`src/rtl/xsc_pkg.sv`:
```
package xsc_pkg;
   typedef enum logic [1:0] {
      ST_HOST_OFF = 2'd0,
      ST_LINE_OFF = 2'd1,
      ST_WAKE     = 2'd2,
      ST_RUN      = 2'd3
   } xsc_state_e;
endpackage

```
`src/rtl/xsc_hold_cnt.sv`:
```
// Saturating dwell counter: cleared while run is low, counts up to LIMIT.
module xsc_hold_cnt #(
   parameter int unsigned LIMIT = 8
) (
   input  logic clk,
   input  logic rst_n,
   input  logic run,
   output logic done
);
   localparam int unsigned CW = $clog2(LIMIT + 1);

   logic [CW-1:0] cnt_q;

   generate
      if (LIMIT < 1) begin : g_bad_limit
         $error("xsc_hold_cnt: LIMIT must be at least 1");
      end
   endgenerate

   always_ff @(posedge clk or negedge rst_n) begin
      if (!rst_n)
         cnt_q <= '0;
      else if (!run)
         cnt_q <= '0;
      else if (!done)
         cnt_q <= cnt_q + CW'(1);
   end

   assign done = (cnt_q == CW'(LIMIT));
endmodule

```
`src/rtl/xsc_mode_fsm.sv`:
```
module xsc_mode_fsm
   import xsc_pkg::*;
(
   input  logic       clk,
   input  logic       rst_n,
   input  logic       logic_ok,
   input  logic       bus_ok,
   input  logic       wake_done,
   output xsc_state_e state
);
   xsc_state_e nxt;

   always_comb begin
      if (!logic_ok)
         nxt = ST_HOST_OFF;
      else if (!bus_ok)
         nxt = ST_LINE_OFF;
      else begin
         unique case (state)
            ST_HOST_OFF, ST_LINE_OFF: nxt = ST_WAKE;
            ST_WAKE:                  nxt = wake_done ? ST_RUN : ST_WAKE;
            default:                  nxt = ST_RUN;
         endcase
      end
   end

   always_ff @(posedge clk or negedge rst_n) begin
      if (!rst_n)
         state <= ST_HOST_OFF;
      else
         state <= nxt;
   end
endmodule

```
`src/rtl/xsc_pin_stage.sv`:
```
module xsc_pin_stage
   import xsc_pkg::*;
(
   input  xsc_state_e state,
   input  logic       tx_bit,
   input  logic       hot,
   input  logic       bus_rx,
   input  logic       failsafe_done,
   output logic       drive_dom,
   output logic       line_float,
   output logic       rxd,
   output logic       rxd_en
);
   always_comb begin
      drive_dom  = 1'b0;
      line_float = 1'b0;
      rxd        = 1'b1;
      rxd_en     = 1'b1;
      unique case (state)
         ST_HOST_OFF: rxd_en = 1'b0;
         ST_LINE_OFF: begin
            line_float = 1'b1;
            rxd        = failsafe_done ? 1'b1 : bus_rx;
         end
         ST_WAKE: ;
         default: begin
            drive_dom = ~tx_bit & ~hot;
            rxd       = bus_rx;
         end
      endcase
   end
endmodule

```
`src/rtl/xcvr_safety_ctrl.sv`:
```
module xcvr_safety_ctrl
   import xsc_pkg::*;
#(
   parameter int unsigned FAILSAFE_CYC = 300,
   parameter int unsigned RECOVER_CYC  = 15000
) (
   input  logic clk,
   input  logic rst_n,
   input  logic logic_pwr_ok,
   input  logic bus_pwr_ok,
   input  logic hot_flag,
   input  logic tx_bit,
   input  logic bus_rx_bit,
   output logic bus_drive_dom,
   output logic bus_float,
   output logic rxd_out,
   output logic rxd_oe
);
   generate
      if (FAILSAFE_CYC < 1) begin : g_chk_fs
         $error("xcvr_safety_ctrl: FAILSAFE_CYC must be at least 1");
      end
      if (RECOVER_CYC < 1) begin : g_chk_rc
         $error("xcvr_safety_ctrl: RECOVER_CYC must be at least 1");
      end
   endgenerate

   xsc_state_e state;
   logic       wake_done;
   logic       fs_done;

   xsc_mode_fsm u_fsm (
      .clk       (clk),
      .rst_n     (rst_n),
      .logic_ok  (logic_pwr_ok),
      .bus_ok    (bus_pwr_ok),
      .wake_done (wake_done),
      .state     (state)
   );

   xsc_hold_cnt #(.LIMIT(RECOVER_CYC)) u_wake_cnt (
      .clk   (clk),
      .rst_n (rst_n),
      .run   (state == ST_WAKE),
      .done  (wake_done)
   );

   xsc_hold_cnt #(.LIMIT(FAILSAFE_CYC)) u_fs_cnt (
      .clk   (clk),
      .rst_n (rst_n),
      .run   (state == ST_LINE_OFF),
      .done  (fs_done)
   );

   xsc_pin_stage u_pins (
      .state         (state),
      .tx_bit        (tx_bit),
      .hot           (hot_flag),
      .bus_rx        (bus_rx_bit),
      .failsafe_done (fs_done),
      .drive_dom     (bus_drive_dom),
      .line_float    (bus_float),
      .rxd           (rxd_out),
      .rxd_en        (rxd_oe)
   );
endmodule

```
`config.mk`:
```
export PLATFORM = sky130hd
export DESIGN_NAME = xcvr_safety_ctrl
export DESIGN_NICKNAME = d
export VERILOG_FILES = /design/src/rtl/xsc_pkg.sv /design/src/rtl/xsc_hold_cnt.sv /design/src/rtl/xsc_mode_fsm.sv /design/src/rtl/xsc_pin_stage.sv /design/src/rtl/xcvr_safety_ctrl.sv
export SDC_FILE = /design/constraint.sdc
export NUM_CORES = 1
export LEC_CHECK = 0
export ABC_AREA = 1
export BUFFER_PORTS_ARGS = -buffer_cell sky130_fd_sc_hd__buf_2
export CORE_MARGIN = 2
export CORE_UTILIZATION = 40
export CTS_CLUSTER_SIZE = 40
export DETAILED_ROUTE_END_ITERATION = 12
export MAX_ROUTING_LAYER = met4
export PLACE_DENSITY = 0.67
export SLEW_MARGIN = 20
export SYNTH_ARGS = -nofsm -noshare
export SYNTH_HDL_FRONTEND = slang
export SYNTH_HIERARCHICAL = 1
export SYNTH_SLANG_ARGS = --single-unit
```
`constraint.sdc`:
```
create_clock -name clk -period 1.55 [get_ports clk]
set_clock_uncertainty 0.15 [all_clocks]
set_input_delay 0.0775 -clock clk [delete_from_list [all_inputs] [get_ports clk]]
set_output_delay 0.0775 -clock clk [all_outputs]
set_load 0.05 [all_outputs]
```
# Yosys cells after proc, flatten, opt, wreduce, memory -nomap -nowiden
# Cells that the tools add are included.
[word_totals]
regBits = 25
inputBits = 7
output_inout_bits = 4
word_cells = 31
[classes]
n_addsub = 2
n_eq_ne = 6
muxes = 13
bitwise = 3
n_reduce_logical = 4
[ops]
columns = ["cell", "n"]
rows = [
  ["$mux 14", 2],
  ["$mux 9", 2],
  ["$add 14x1->14 const B", 1],
  ["$eq 14x14->1 const B", 1],
  ["$add 9x1->9 const B", 1],
  ["$eq 9x9->1 const B", 1],
  ["$mux 1", 5],
  ["$mux 2", 2],
  ["$ne 2x2->1 const B", 2],
  ["$pmux 2 s2", 1],
  ["$reduce_or 2->1", 2],
  ["$reduce_or 3->1", 1],
  ["$eq 2x1->1 const B", 1],
  ["$eq 2x2->1 const B", 1],
  ["$logic_not 2->1", 1],
  ["$not 1->1", 2],
  ["$pmux 1 s2", 1],
  ["$and 1x1->1", 1],
]

# Depth between registers and ports, before layout
[depth]
word_depth = 5
mapped_depth = 8
ltp_nobuf = 8

# Hierarchy
# The synthesis kept the hierarchy.
[by_module_without_submodules]
columns = ["module", "instances", "cells_each", "area_each_um2", "seq_area_each_um2"]
rows = [
  ["xsc_hold_cnt (u_wake_cnt)", 1, 124, 884.6, 350.3],
  ["xsc_hold_cnt (u_fs_cnt)", 1, 73, 530.5, 225.2],
  ["xsc_mode_fsm", 1, 7, 71.3, 50.0],
  ["xsc_pin_stage", 1, 12, 47.5, 0.0],
  ["xcvr_safety_ctrl", 1, 4, 15.0, 0.0],
]

# Worst setup path after synthesis
# Ideal clock, no wire load.
[synth_path]
kind = "register -> output"
from = "reg u_fs_cnt.cnt_q[0]"
to = "out rxd_out"
t_arrival_ns = 1.343
t_required_ns = 1.322
slack_ns = -0.021
stages_incl_launch_ff = 9
path_buffers = 0
path_cell_list = "dfrtp_1 -> inv_1 -> ha_1 -> nand2_1 -> nor2_2 -> nand2_4 -> inv_1 -> nand2_1 -> nand2_1"
[synth_via]
elab_chain_len = 3
[synth_rtl]
columns = ["item", "line_no", "source"]
rows = [
  ["from (decl)", "xsc_hold_cnt.sv:12", "logic [CW-1:0] cnt_q;"],
  ["from (signal assigned)", "xsc_hold_cnt.sv:26", "cnt_q <= cnt_q + CW'(1);"],
  ["$eq 9x9->1", "xsc_hold_cnt.sv:29", "assign done = (cnt_q == CW'(LIMIT));"],
  ["net fs_done", "xcvr_safety_ctrl.sv:30", "logic fs_done;"],
  ["$mux 1", "xsc_pin_stage.sv:23", "rxd = failsafe_done ? 1'b1 : bus_rx;"],
  ["$pmux 1 s2", "xsc_pin_stage.sv:19", "unique case (state)"],
  ["to (decl)", "xcvr_safety_ctrl.sv:16", "output logic rxd_out,"],
]
# The timed path passes the listed nets, and every way through them passes these cells.

# Worst setup path in the final report
[layout_path]
from = "reg u_fs_cnt.cnt_q[1]"
to = "out rxd_out"
# Same word-level chain as after synthesis.

==> flow_summary.yaml <==
die:
  row_count: 22
  die_area_sq_mm: 0.00439
  ios: 11
  core_area_sq_mm: 0.00369
  initial_core_util_pct: 42.0
  die-height_um: 66.2
  die-width_um: 66.2
global_routing:
  globalRouteOverflowTotal: 0
  grt_pass1_vias: 1283
  track_usage_pct: 16.8
  grt_pass1_wl_um: 5620
  antenna_found_initial: 0
  grt_max_degree: 26
worst_setup_path:
  cp.arrival_ns: 1.39
  path_class: "reg -> out"
  crit_fanout: 2
  r2r_setup_slack_ns: 0.07
  endpoint_kind: "primary output"
  reg2reg_from: "u_wake_cnt/cnt_q[1]"
  required_ns: 1.32
  reg2reg_to: "u_fsm/state[0]"
  rr_worst_depth: 8
  worst_setup_path_start_kind: "register"
logic_synthesis:
  ys.flop_type: "dfrtp_1"
  netlist_instances: 220
  netlist_area_sq_mm: 0.00155
  synthTopCellsByCount: "nand2_1 (54), nor2_1 (40), inv_1 (29)"
  yosysTopAreaCell: "dfrtp_1"
  synth_edf_count: 0
  ys_warn_count: 6
  ys_top_cells_by_area: "dfrtp_1 (40%), nand2_1 (13%), nor2_1 (9.7%)"
  yosysTopAreaCellShare_pct: 40.4
  synth-seq-cells: 25
  yosysSeqAreaShare_pct: 40.4
  avgSynthCellArea_sq_um: 7.04
  synth.most_common_cell: "nand2_1"
  synth_cell_types: 23
  synth_nets: 231
  async_reset_ff_share_pct: 100
pwr:
  peakVddDrop_uv: 649
  power_density_mw_per_mm2: 619
  leakagePower_nw: 0.860
sta:
  setup_slack_ns: -0.0685
  worst_hold_slack_ns: 0.185
  report.final.slew_viol_count: 0
  worst_slew_pin_slew_ns: 0.574
  max_freq_mhz: 618
  finalSetupViolations: 1
  relSlewSlack_pct: 61.7
  finalCritPeriodShare_pct: 104
  rsz0062_at_grt: "true"
  fin_crit_ns: 1.62
  final_hold_viol_count: 0
finish:
  diodes: 0
  syn2layout_area_growth_pct: 23.2
  layout.nets: 263
  design_area_sq_mm: 0.00191
  drive_above_1_share_pct: 27.1
  fillers: 372
status:
  violations: "negative setup slack"
  outcome: "finished with violations"
clock_tree:
  path_clk_slew_ns: 0.09
  cts_buffers: 3
  cts_max_level: 1
  clock_latency_ns: 0.27
  cts_tree: "built"
  root_buffer: "clkbuf_8"
  cts_max_path_buffers: 2
  cts_sinks: 25
placement:
  gp_congestion: 0.889
  io_buffers: 10
  pre_cts_slack_ns: 0.0591
  postPlaceCellArea_sq_mm: 0.00174
  dpl.hpwl_um: 2380
detailed_routing:
  num_vias: 1404
  first_pass_iters: 7
  drc: 0
  wirelength_um: 3200
  drtAntennaViolNets: 0
  drt_iter0_drc: 63
  viasPerCell: 4.70
  drt-wirelength-per-cell_um: 10.7
run:
  drv_cap: 0
min_path:
  min_path_type: "in -> async"
cells in the final DEF (no fill, tap or decap), types with 8 or more instances in the layout:
| master | instances |
|---|---|
| a21oi_1 | 9 |
| inv_1 | 23 |
| nand2_2 | 8 |
| nand3_1 | 14 |
| dfrtp_1 | 24 |
| inv_2 | 10 |
| buf_2 | 9 |
| nand4_1 | 10 |
| buf_4 | 16 |
| nor2_1 | 38 |
| nand2_1 | 51 |
state kept, by name, indices dropped and copies added, names as in the netlist:
| name | flops |
|---|---|
| u_wake_cnt/cnt_q | 14 |
| u_fs_cnt/cnt_q | 9 |
| u_fsm/state | 2 |
kinds of logic (layout without fill, tap and decap cells):
family / after synthesis / count (layout) / synth area share [%]
xor gates and xnor gates: 3 / 3 / 1.70
AOI/OAI and AO/OA: 16 / 16 / 5.57
and+or+nand+nor: 136 / 136 / 40.3
DFF: 25 / 25 / 40.4
buffers and inverters: 36 / 67 / 8.80
adders and majority gates: 4 / 4 / 3.23
stage by stage:
| step | cells | TNS, ns | power (W) | util, % |
|---|---|---|---|---|
| floorplan | 220 | 0 | 0.000736 | - |
| global placement | 287 | 0 | 0.000781 | 47.0 |
| detailed placement | 287 | 0 | 0.000782 | 47.0 |
| CTS | 297 | -0.118 | 0.00119 | 50.1 |
| global route | 299 | -0.198 | 0.00124 | 51.7 |
| finish | 299 | -0.0685 | 0.00118 | 51.7 |
power by group:
part / total (W) / switching, W / leakage [nW] / internal, W
registers: 0.000667 / 0.00000772 / 0.344 / 0.000659
clock network: 0.000384 / 0.000205 / 0.0255 / 0.000180
logic: 0.000129 / 0.0000764 / 0.490 / 0.0000528
total: 0.00118 / 0.000289 / 0.860 / 0.000891
metal layers:
layer | wire length [um] | share of wire [%] | track usage (%) | vias to the layer above
li1 | - | - | - | 749
met5 | 0 | 0 | - | -
met1 | 1500 | 47 | 21.0 | 640
met2 | 1650 | 51 | 29.9 | 13
met4 | 4 | 0.12 | 0.765 | 0
met3 | 52 | 1.6 | 3.07 | 2
worst max-delay path by stage:
stage | start | endpoint | slack [ns] | depth (start not counted)
after detailed placement | u_fs_cnt/cnt_q[0] | rxd_out | 0.06 | 9
final | u_fs_cnt/cnt_q[1] | rxd_out | -0.07 | 9
after global routing | u_fs_cnt/cnt_q[0] | rxd_out | -0.16 | 9
after CTS | u_fs_cnt/cnt_q[0] | rxd_out | -0.12 | 9
after floorplan | u_fs_cnt/cnt_q[0] | rxd_out | 0.09 | 8
after global placement | u_fs_cnt/cnt_q[0] | rxd_out | 0.09 | 9
repair_timing:
action,in CTS,in global routing
setup buffers,3,3
hold buffers,3,0
gates resized for setup,6,15
pin swaps,4,7
setup endpoints to repair,1,13
hold endpoints to repair,27,0
worst max-delay path, cell delays in order, from the launching register on:
cell and delay (ns):
dfrtp_1 0.40, inv_2 0.08, ha_4 0.13, nand2_2 0.05, nor2_4 0.13, nand2_4 0.05, inv_2 0.04, nand2_2 0.04
nand2_2 0.06, buf_8 0.14
area by class of cell:
cell class / count / area [sq um] / share of cell area (%)
clock buffer: 3 / 41.3 / 2.16
clock inverter: 1 / 5.00 / 0.262
inverter: 34 / 128 / 6.69
multi-input combinational: 159 / 837 / 43.9
sequential: 25 / 627 / 32.9
tap: 48 / 60.1 / 3.15
timing repair buffer: 29 / 210 / 11.0
Power figures use the tool's default switching activity.
